[config.mk]
export PLATFORM = sky130hd
export DESIGN_NAME = smemSplitter
export DESIGN_NICKNAME = d
export VERILOG_FILES = /design/src/rtl/smemPkg.sv /design/src/rtl/smemCtrl.sv /design/src/rtl/smemDatapath.sv /design/src/rtl/smemSplitter.sv
export SDC_FILE = /design/constraint.sdc
export NUM_CORES = 1
export LEC_CHECK = 0
export ABC_AREA = 0
export BUFFER_PORTS_ARGS = -buffer_cell sky130_fd_sc_hd__buf_2
export CORE_ASPECT_RATIO = 0.8
export CORE_MARGIN = 2
export CORE_UTILIZATION = 47
export DETAILED_ROUTE_END_ITERATION = 16
export PLACE_DENSITY = 0.82
export SETUP_SLACK_MARGIN = 0.02
export SLEW_MARGIN = 40
export SYNTH_ARGS = -nofsm -noshare
export SYNTH_HDL_FRONTEND = slang
export SYNTH_HIERARCHICAL = 1
export SYNTH_SLANG_ARGS = --single-unit
[constraint.sdc]
create_clock -name clk -period 2.4 [get_ports clk]
set_input_delay 0.72 -clock clk [delete_from_list [all_inputs] [get_ports clk]]
set_output_delay 0.72 -clock clk [all_outputs]
set_load 0.05 [all_outputs]
[src/rtl/smemPkg.sv]
package smemPkg;
  localparam int PH_W  = 8;
  localparam int ACC_W = PH_W + 2;
  localparam int BUS_W = 32;
  localparam int MEM_W = 16;

  typedef enum logic [2:0] {
    ST_IDLE, ST_SETUP, ST_STROBE, ST_HOLD, ST_FAULT
  } phaseE;

  // timing word: drive in [31:24], hold [23:16], strobe [15:8], setup [7:0]
  typedef struct packed {
    logic [PH_W-1:0] drive;
    logic [PH_W-1:0] hold;
    logic [PH_W-1:0] strobe;
    logic [PH_W-1:0] setup;
  } timingT;

  typedef struct packed {
    logic load;
    logic advance;
    logic capture;
  } strobesT;
endpackage

[src/rtl/smemCtrl.sv]
module smemCtrl
  import smemPkg::*;
(
  input  logic       clk,
  input  logic       rstN,
  input  logic       reqValid,
  input  logic       reqWrite,
  input  logic [1:0] reqSize,
  input  logic [1:0] reqSpace,
  input  logic       devWide,
  input  timingT     timCommon,
  input  timingT     timAttr,
  input  timingT     timIo,
  output strobesT    strb,
  output logic       memCsN,
  output logic       memOeN,
  output logic       memWeN,
  output logic       memDoutEn,
  output logic       rspReady,
  output logic       rspError
);
  phaseE            state;
  timingT           tim;
  timingT           pick;
  logic [PH_W-1:0]  phaseCnt;
  logic [ACC_W-1:0] accCyc;
  logic [1:0]       subLeft;
  logic [1:0]       subTotal;
  logic             isWrite;
  logic             reqBad;
  logic             active;
  logic             phaseEnd;

  // R9 refusal, R6 timing set choice, R1/R2 access count
  always_comb begin
    reqBad = (reqSize == 2'd3) || (reqSpace == 2'd3) ||
             (devWide && reqWrite && reqSize == 2'd0);
    case (reqSpace)
      2'd0:    pick = timCommon;
      2'd1:    pick = timAttr;
      default: pick = timIo;
    endcase
    if (devWide) subTotal = (reqSize == 2'd2) ? 2'd1 : 2'd0;
    else         subTotal = (reqSize == 2'd2) ? 2'd3 :
                            (reqSize == 2'd1) ? 2'd1 : 2'd0;
  end

  assign active   = (state == ST_SETUP) || (state == ST_STROBE) || (state == ST_HOLD);
  assign phaseEnd = (phaseCnt == '0);

  always_ff @(posedge clk) begin
    if (!rstN) begin
      state    <= ST_IDLE;
      tim      <= '0;
      phaseCnt <= '0;
      accCyc   <= '0;
      subLeft  <= '0;
      isWrite  <= 1'b0;
    end else begin
      if (active && accCyc != '1) accCyc <= accCyc + ACC_W'(1);
      case (state)
        ST_IDLE: if (reqValid) begin
          if (reqBad) state <= ST_FAULT;
          else begin
            state    <= ST_SETUP;
            tim      <= pick;
            phaseCnt <= pick.setup;
            accCyc   <= '0;
            subLeft  <= subTotal;
            isWrite  <= reqWrite;
          end
        end
        ST_SETUP:
          if (phaseEnd) begin
            state    <= ST_STROBE;
            phaseCnt <= tim.strobe;
          end else phaseCnt <= phaseCnt - PH_W'(1);
        ST_STROBE:
          if (phaseEnd) begin
            state    <= ST_HOLD;
            phaseCnt <= tim.hold;
          end else phaseCnt <= phaseCnt - PH_W'(1);
        ST_HOLD:
          if (phaseEnd) begin
            if (subLeft == '0) state <= ST_IDLE;
            else begin
              state    <= ST_SETUP;
              phaseCnt <= tim.setup;
              accCyc   <= '0;
              subLeft  <= subLeft - 2'd1;
            end
          end else phaseCnt <= phaseCnt - PH_W'(1);
        default: state <= ST_IDLE;
      endcase
    end
  end

  always_comb begin
    strb.load    = (state == ST_IDLE) && reqValid && !reqBad;
    strb.capture = (state == ST_STROBE) && phaseEnd && !isWrite;
    strb.advance = (state == ST_HOLD) && phaseEnd && (subLeft != '0);
  end

  assign memCsN    = !active;
  assign memOeN    = !((state == ST_STROBE) && !isWrite);
  assign memWeN    = !((state == ST_STROBE) && isWrite);
  assign memDoutEn = active && isWrite && (ACC_W'(tim.drive) <= accCyc);
  assign rspReady  = ((state == ST_HOLD) && phaseEnd && (subLeft == '0)) ||
                     (state == ST_FAULT);
  assign rspError  = (state == ST_FAULT);

  a_r4_strobe_inside_select: assert property (@(posedge clk) disable iff (!rstN)
    (!memOeN || !memWeN) |-> !memCsN);
  a_r4_setup_precedes_strobe: assert property (@(posedge clk) disable iff (!rstN)
    $fell(memCsN) |-> (memOeN && memWeN));
  a_r5_no_drive_on_read: assert property (@(posedge clk) disable iff (!rstN)
    !memOeN |-> !memDoutEn);
  a_r8_ready_single_cycle: assert property (@(posedge clk) disable iff (!rstN)
    rspReady |=> !rspReady);
  a_r9_refusal_no_access: assert property (@(posedge clk) disable iff (!rstN)
    rspError |-> (memCsN && !memDoutEn));
endmodule

[src/rtl/smemDatapath.sv]
module smemDatapath
  import smemPkg::*;
#(
  parameter int ADDR_W = 16
) (
  input  logic              clk,
  input  logic              rstN,
  input  strobesT           strb,
  input  logic [ADDR_W-1:0] reqAddr,
  input  logic [BUS_W-1:0]  reqWdata,
  input  logic [1:0]        reqSize,
  input  logic              devWide,
  input  logic [MEM_W-1:0]  memDin,
  output logic [ADDR_W-1:0] memAddr,
  output logic [MEM_W-1:0]  memDout,
  output logic [BUS_W-1:0]  rspRdata
);
  logic [ADDR_W-1:0] addrQ;
  logic [BUS_W-1:0]  wdataQ;
  logic [BUS_W-1:0]  rdataQ;
  logic              narrowQ;
  logic              wideQ;
  logic [1:0]        subIdx;
  logic [7:0]        byteSel;

  always_ff @(posedge clk) begin
    if (!rstN) begin
      addrQ   <= '0;
      wdataQ  <= '0;
      rdataQ  <= '0;
      narrowQ <= 1'b0;
      wideQ   <= 1'b0;
      subIdx  <= '0;
    end else if (strb.load) begin
      addrQ   <= reqAddr;
      wdataQ  <= reqWdata;
      rdataQ  <= '0;
      narrowQ <= (reqSize == 2'd0);
      wideQ   <= devWide;
      subIdx  <= '0;
    end else begin
      if (strb.advance) begin
        addrQ  <= addrQ + ADDR_W'(1);
        subIdx <= subIdx + 2'd1;
      end
      if (strb.capture) begin
        if (wideQ) begin
          if (narrowQ)        rdataQ[7:0]   <= memDin[7:0];
          else if (subIdx[0]) rdataQ[31:16] <= memDin;
          else                rdataQ[15:0]  <= memDin;
        end else begin
          case (subIdx)
            2'd0:    rdataQ[7:0]   <= memDin[7:0];
            2'd1:    rdataQ[15:8]  <= memDin[7:0];
            2'd2:    rdataQ[23:16] <= memDin[7:0];
            default: rdataQ[31:24] <= memDin[7:0];
          endcase
        end
      end
    end
  end

  always_comb begin
    case (subIdx)
      2'd0:    byteSel = wdataQ[7:0];
      2'd1:    byteSel = wdataQ[15:8];
      2'd2:    byteSel = wdataQ[23:16];
      default: byteSel = wdataQ[31:24];
    endcase
    if (wideQ) memDout = subIdx[0] ? wdataQ[31:16] : wdataQ[15:0];
    else       memDout = {8'h00, byteSel};
  end

  assign memAddr  = addrQ;
  assign rspRdata = rdataQ;

  a_r3_address_steps_by_one: assert property (@(posedge clk) disable iff (!rstN)
    strb.advance |=> (memAddr == $past(memAddr) + ADDR_W'(1)));
  a_r7_capture_not_on_load: assert property (@(posedge clk) disable iff (!rstN)
    strb.load |-> !strb.capture);
endmodule

[src/rtl/smemSplitter.sv]
module smemSplitter
  import smemPkg::*;
#(
  parameter int ADDR_W = 16
) (
  input  logic              clk,
  input  logic              rstN,
  input  logic              reqValid,
  input  logic              reqWrite,
  input  logic [1:0]        reqSize,
  input  logic [1:0]        reqSpace,
  input  logic [ADDR_W-1:0] reqAddr,
  input  logic [31:0]       reqWdata,
  input  logic              devWide,
  input  logic [31:0]       timCommon,
  input  logic [31:0]       timAttr,
  input  logic [31:0]       timIo,
  output logic              rspReady,
  output logic              rspError,
  output logic [31:0]       rspRdata,
  output logic [ADDR_W-1:0] memAddr,
  output logic              memCsN,
  output logic              memOeN,
  output logic              memWeN,
  output logic [15:0]       memDout,
  output logic              memDoutEn,
  input  logic [15:0]       memDin
);
  strobesT strb;

  smemCtrl u_ctrl (
    .clk(clk), .rstN(rstN), .reqValid(reqValid), .reqWrite(reqWrite),
    .reqSize(reqSize), .reqSpace(reqSpace), .devWide(devWide),
    .timCommon(timingT'(timCommon)), .timAttr(timingT'(timAttr)),
    .timIo(timingT'(timIo)), .strb(strb), .memCsN(memCsN), .memOeN(memOeN),
    .memWeN(memWeN), .memDoutEn(memDoutEn), .rspReady(rspReady),
    .rspError(rspError)
  );

  smemDatapath #(.ADDR_W(ADDR_W)) u_data (
    .clk(clk), .rstN(rstN), .strb(strb), .reqAddr(reqAddr),
    .reqWdata(reqWdata), .reqSize(reqSize), .devWide(devWide),
    .memDin(memDin), .memAddr(memAddr), .memDout(memDout),
    .rspRdata(rspRdata)
  );

  a_r3_write_data_stable: assert property (@(posedge clk) disable iff (!rstN)
    (!memWeN && $past(!memWeN)) |-> $stable(memDout));
  a_r3_address_stable_in_strobe: assert property (@(posedge clk) disable iff (!rstN)
    ((!memOeN || !memWeN) && $past(!memOeN || !memWeN)) |-> $stable(memAddr));
endmodule

## Word level (Yosys, flattened, before mapping)

Index checks and enable logic that the tools add are counted.
W data, S select, Z words.

- Register bits: 140
- Bits of input ports: 169
- Logic and storage cells: 141

- Add/subtract/negate cells: 5
- Magnitude comparators: 1
- Equality and inequality tests: 24
- Mux-type cells: 44
- Bitwise operators: 2
- Reduce and logical (&&, ||, !) cells: 47

Operators with widths:

| operator | number |
|---|---|
| $mux W16 | 6 |
| $mux W8 | 11 |
| $pmux W32 S2 | 1 |
| $mux W10 | 5 |
| $mux W32 | 1 |
| $pmux W8 S4 | 1 |
| $mux W24 | 1 |
| $pmux W8 S3 | 1 |
| $pmux W10 S2 | 1 |
| $reduce_and A4 Y1 | 5 |
| $add A16 B1 Y16 const B | 1 |
| $mux W3 | 5 |
| $logic_and A1 B1 Y1 | 14 |
| $mux W2 | 6 |
| $ne A2 B2 Y1 const B | 6 |
| $pmux W3 S4 | 1 |
| $reduce_bool A2 Y1 | 6 |
| $add A10 B1 Y10 const B | 1 |
| $le A8 B10 Y1 | 1 |
| $ne A10 B10 Y1 const B | 1 |
| $eq A2 B2 Y1 const B | 4 |
| $logic_not A2 Y1 | 4 |
| $logic_not A8 Y1 | 1 |
| $ne A2 B1 Y1 const B | 4 |
| 20 further kinds | 35 |

## Logic depth before layout (Yosys ltp)

- Depth after elaboration: 8
- Depth in mapped cells: 11
- Gate-level depth less buffers: 9

## Modules after synthesis

Netlist, hierarchy kept.

By module, submodules not included:

| module | instances | cells an instance | area an instance (um^2) |
|---|---|---|---|
| smemDatapath | 1 | 417 | 3901.2 |
| smemCtrl | 1 | 486 | 3687.3 |

## Worst setup path after synthesis

No wires, ideal clock.

- Kind: reg2out
- Start: reg u_data.subIdx[0]
- End: out memDout[0]
- Data arrival time: 2.480 ns
- Data required time: 1.680 ns
- Path slack: -0.800 ns
- Cell stages (with the launch flop): 10
- Cells stage by stage: dfxtp_1 buf_2 buf_2 inv_1 ha_1 clkbuf_1 a222oi_1 nand2_1 o21ai_0 o21ai_0

- Cells in the longest elaborated chain, start to end: 3
- Elaborated cells between the ends (all ways): 6

Ends and longest elaborated chain:

| item | line | RTL |
|---|---|---|
| from (decl) | smemDatapath.sv:23 | `logic [1:0] subIdx;` |
| from (signal assigned) | smemDatapath.sv:44 | `subIdx <= subIdx + 2'd1;` |
| $eq A2 B2 Y1, or another cell as far along | smemDatapath.sv:64 | `case (subIdx)` |
| $pmux W8 S3 | smemDatapath.sv:64 |  |
| $mux W16 * | smemDatapath.sv:70 | `if (wideQ) memDout = subIdx[0] ? wdataQ[31:16] : wdataQ[15:0];` |
| to (decl) | smemSplitter.sv:25 | `output logic [15:0] memDout,` |

Mark *: on every way between the ends. The rest lies on a longest branch, timed or not.

## Worst setup path after layout

- Start: reg u_data.subIdx[0]
- End: out memDout[6]

The elaborated chain is that of the path after synthesis.

==> flow_metrics.py <==
metrics = {
    "worst_setup_path": {
        "regToRegEndpoint": "u_data/memAddr[10]",
        "r2r_start": "u_ctrl/phaseCnt[1]",
        "cp_max_fo": 9,
        "required_ps": 1680,
        "reg2regPathDepth": 11,
        "r2r_setup_slack_ps": 140,
        "start_kind": "register",
        "crit_type": "register to output port",
        "cp.arrival_ps": 1950,
        "crit_path_end_kind": "output port",
    },
    "synthesis": {
        "ys.flop_type": "dfxtp_1",
        "synth_edf_count": 0,
        "async_flop_share_pct": 0,
        "syn_area_per_cell_um2": 8.404,
        "yosys_register_bits": 140,
        "synth_cells": 903,
        "synth_top_area_share_pct": 36.93,
        "ys_seq_area_share_pct": 36.93,
        "synth_warnings": 6,
        "synth.area.top_cells": "dfxtp_1, mux2i_1, nor2_1",
        "syn-num-nets": 1092,
        "ys_types": 70,
        "syn_area_um2": 7589,
        "yosys.area.top_type": "dfxtp_1",
        "synth_most_common_cell": "nor2_1",
        "synth_commonest_cells": "nor2_1, dfxtp_1, mux2i_1",
    },
    "job": {
        "max_cap_violations": 0,
    },
    "sta": {
        "hold_slack_ps": 484.8,
        "period_needed_ps": 2672,
        "slew_headroom_pct": 52.54,
        "setup_violations": 10,
        "drv_slew": 0,
        "rsz0062_at_grt": "yes",
        "min_period_over_period_pct": 111.3,
        "tightestPinTransition_ps": 711.1,
        "finalClockSkew_ps": 8.869,
        "timing.final.hold_violations": 0,
        "fin_ws_ps": -272.4,
        "fmax_mhz": 374.2,
    },
    "clock_tree": {
        "cts_inserted_buffers": 17,
        "cts_tree": "built",
        "cts.sinks": 140,
        "clk_latency_ps": 420,
        "path_clk_slew_ps": 60,
        "cts_root_buffer": "clkbuf_16",
        "htreeDepth": 4,
        "clk_path_buf_depth": 2,
        "cts_hold_buf": 0,
    },
    "global_route": {
        "grt_use_met3_pct": 5.814,
        "grt_pass1_wl_mm": 33.88,
        "antenna_found_initial": 2,
        "met2_usage_pct": 39.45,
        "first_global_vias": 6979,
        "top_usage_layer": "met2",
        "grt_max_degree": 65,
        "grt_use_total_pct": 23.89,
        "overflow": 0,
        "met1_usage_pct": 31.18,
    },
    "detailed_routing": {
        "drcViolationCount": 0,
        "routed_via_density": 5.383,
        "drt_iter0_drc": 511,
        "ant_nets": 0,
        "wirelength_mm": 21.32,
        "wl_per_cell_um": 15.50,
        "first_pass_iters": 6,
        "via_count": 7401,
    },
    "worst_hold_path": {
        "worstHoldEndpoint": "u_ctrl/tim[18]",
        "holdCritPathClass": "register to register",
        "holdPathStages": 2,
        "min-delay-start": "u_ctrl/tim[18]",
    },
    "cells_and_area": {
        "nets": 1336,
        "area_growth_pct": 32.93,
        "drive_above_1_share_pct": 33.91,
        "n_fill_cell": 1327,
        "final_core_util_pct": 63.84,
    },
    "placement": {
        "dpl.hpwl_mm": 15.14,
        "gp_congestion": 0.9216,
        "port_buffers": 238,
    },
    "floorplan": {
        "die_h_um": 117.7,
        "num_rows": 41,
        "ios": 239,
        "die_w_um": 146.1,
        "dieArea_um2": 17180,
        "start_util_pct": 48.03,
        "coreArea_um2": 15800,
    },
    "pwr": {
        "p_leak_nw": 4.408,
        "fin_total_pwr_w": 0.008587,
        "ir_worst_vdd_mv": 0.5495,
        "p_per_area_nw_per_um2": 851.3,
    },
    "run_status": {
        "status": "finished with violations",
        "violations": "negative setup slack",
    },
}
## area by class of cell
cell class                 count  area [um2]  area share, %
sequential                   140        2823          27.98
clock buffer                  21       450.4          4.465
multi-input combinational    679        4591          45.51
tap                          215       269.0          2.667
clock inverter                10       166.4          1.650
antenna                        1       2.502        0.02481
inverter                      25       100.1         0.9923
timing repair buffer         284        1685          16.71
## cells by family after synthesis
| kind of cell | Yosys count | synth area share, % |
|---|---|---|
| AO/OA/AOI/OAI | 199 | 16.41 |
| XOR/XNOR | 26 | 3.001 |
| adder cells (fa/ha/maj) | 20 | 3.298 |
| buffers and inverters | 84 | 4.897 |
| flip-flops | 140 | 36.93 |
| multiplexers | 121 | 16.13 |
| AND/OR/NAND/NOR | 313 | 19.34 |
## cells in the final DEF (no fill, tap or decap), types with 4 or more instances in the layout
cell type	n
a211oi_1	27
a21o_2	7
a21oi_1	88
a21oi_2	4
a222oi_1	8
buf_12	6
buf_2	225
buf_4	39
buf_6	11
bufinv_16	4
clkbuf_16	17
dfxtp_1	128
dfxtp_2	10
ha_1	12
ha_4	6
inv_1	16
inv_2	7
mux2_2	10
mux2i_1	111
nand2_1	24
nand3_1	13
nand4_1	11
nor2_1	195
nor2b_1	12
nor3_1	10
nor3b_1	6
nor4_1	6
o21ai_0	25
o21ai_2	4
o22ai_1	5
xnor2_1	21
xor2_1	5
## worst max-delay path, stage by stage (launching register included)
cell and delay, ps:
dfxtp_4 400, inv_4 50, ha_4 200, a222oi_1 380, a211oi_1 150, a21o_2 220, buf_6 150
## registers in the layout (all words and copies together) (netlist names)
name and flops:
u_ctrl/accCyc 10, u_ctrl/isWrite 1, u_ctrl/phaseCnt 8, u_ctrl/state 3, u_ctrl/subLeft 2, u_ctrl/tim 32, u_data/memAddr 16, u_data/narrowQ 1
u_data/rspRdata 32, u_data/subIdx 2, u_data/wdataQ 32, u_data/wideQ 1
## metrics by stage
stage          instance area (um2)  cells  setup WS (ps)  setup TNS, ps
3_3_place_gp                  9166   1331         -17.67         -17.67
6_report                     10090   1375         -272.4          -2077
4_1_cts                       9972   1369         -270.0          -1998
3_5_place_dp                  9166   1331         -55.74         -55.74
2_1_floorplan                 7669    903         -37.46         -37.46
5_1_grt                      10090   1375         -350.7          -2785
## routing by layer
metal | part of all wire, % | routed length, um
met5 | 0.061 | 13
met4 | 1.9 | 398
met3 | 5.9 | 1249
met2 | 48 | 10150
met1 | 45 | 9504
## worst max path at each step
| stage | startpoint | end | slack [ps] |
|---|---|---|---|
| after detailed placement | u_ctrl/accCyc[5] | memDoutEn | -60 |
| after global routing | u_ctrl/phaseCnt[1] | rspReady | -350 |
| after global placement | u_ctrl/accCyc[5] | memDoutEn | -20 |
| final | u_data/subIdx[0] | memDout[6] | -270 |
| after floorplan | u_data/subIdx[0] | memDout[0] | -40 |
| after CTS | u_ctrl/phaseCnt[0] | rspReady | -270 |
## where the power goes
part / internal [W] / switching, W
clock network: 0.00176 / 0.000995
registers: 0.00257 / 0.000272
logic: 0.00126 / 0.00172
total: 0.00560 / 0.00299
## repair_timing
item	CTS	global route
endpoints found under the hold margin	0	0
buffers inserted	7	5
pin swaps	21	21
gates resized for setup	43	22
gates cloned	0	0
setup endpoints to repair	10	23
Power figures use the tool's default switching activity.
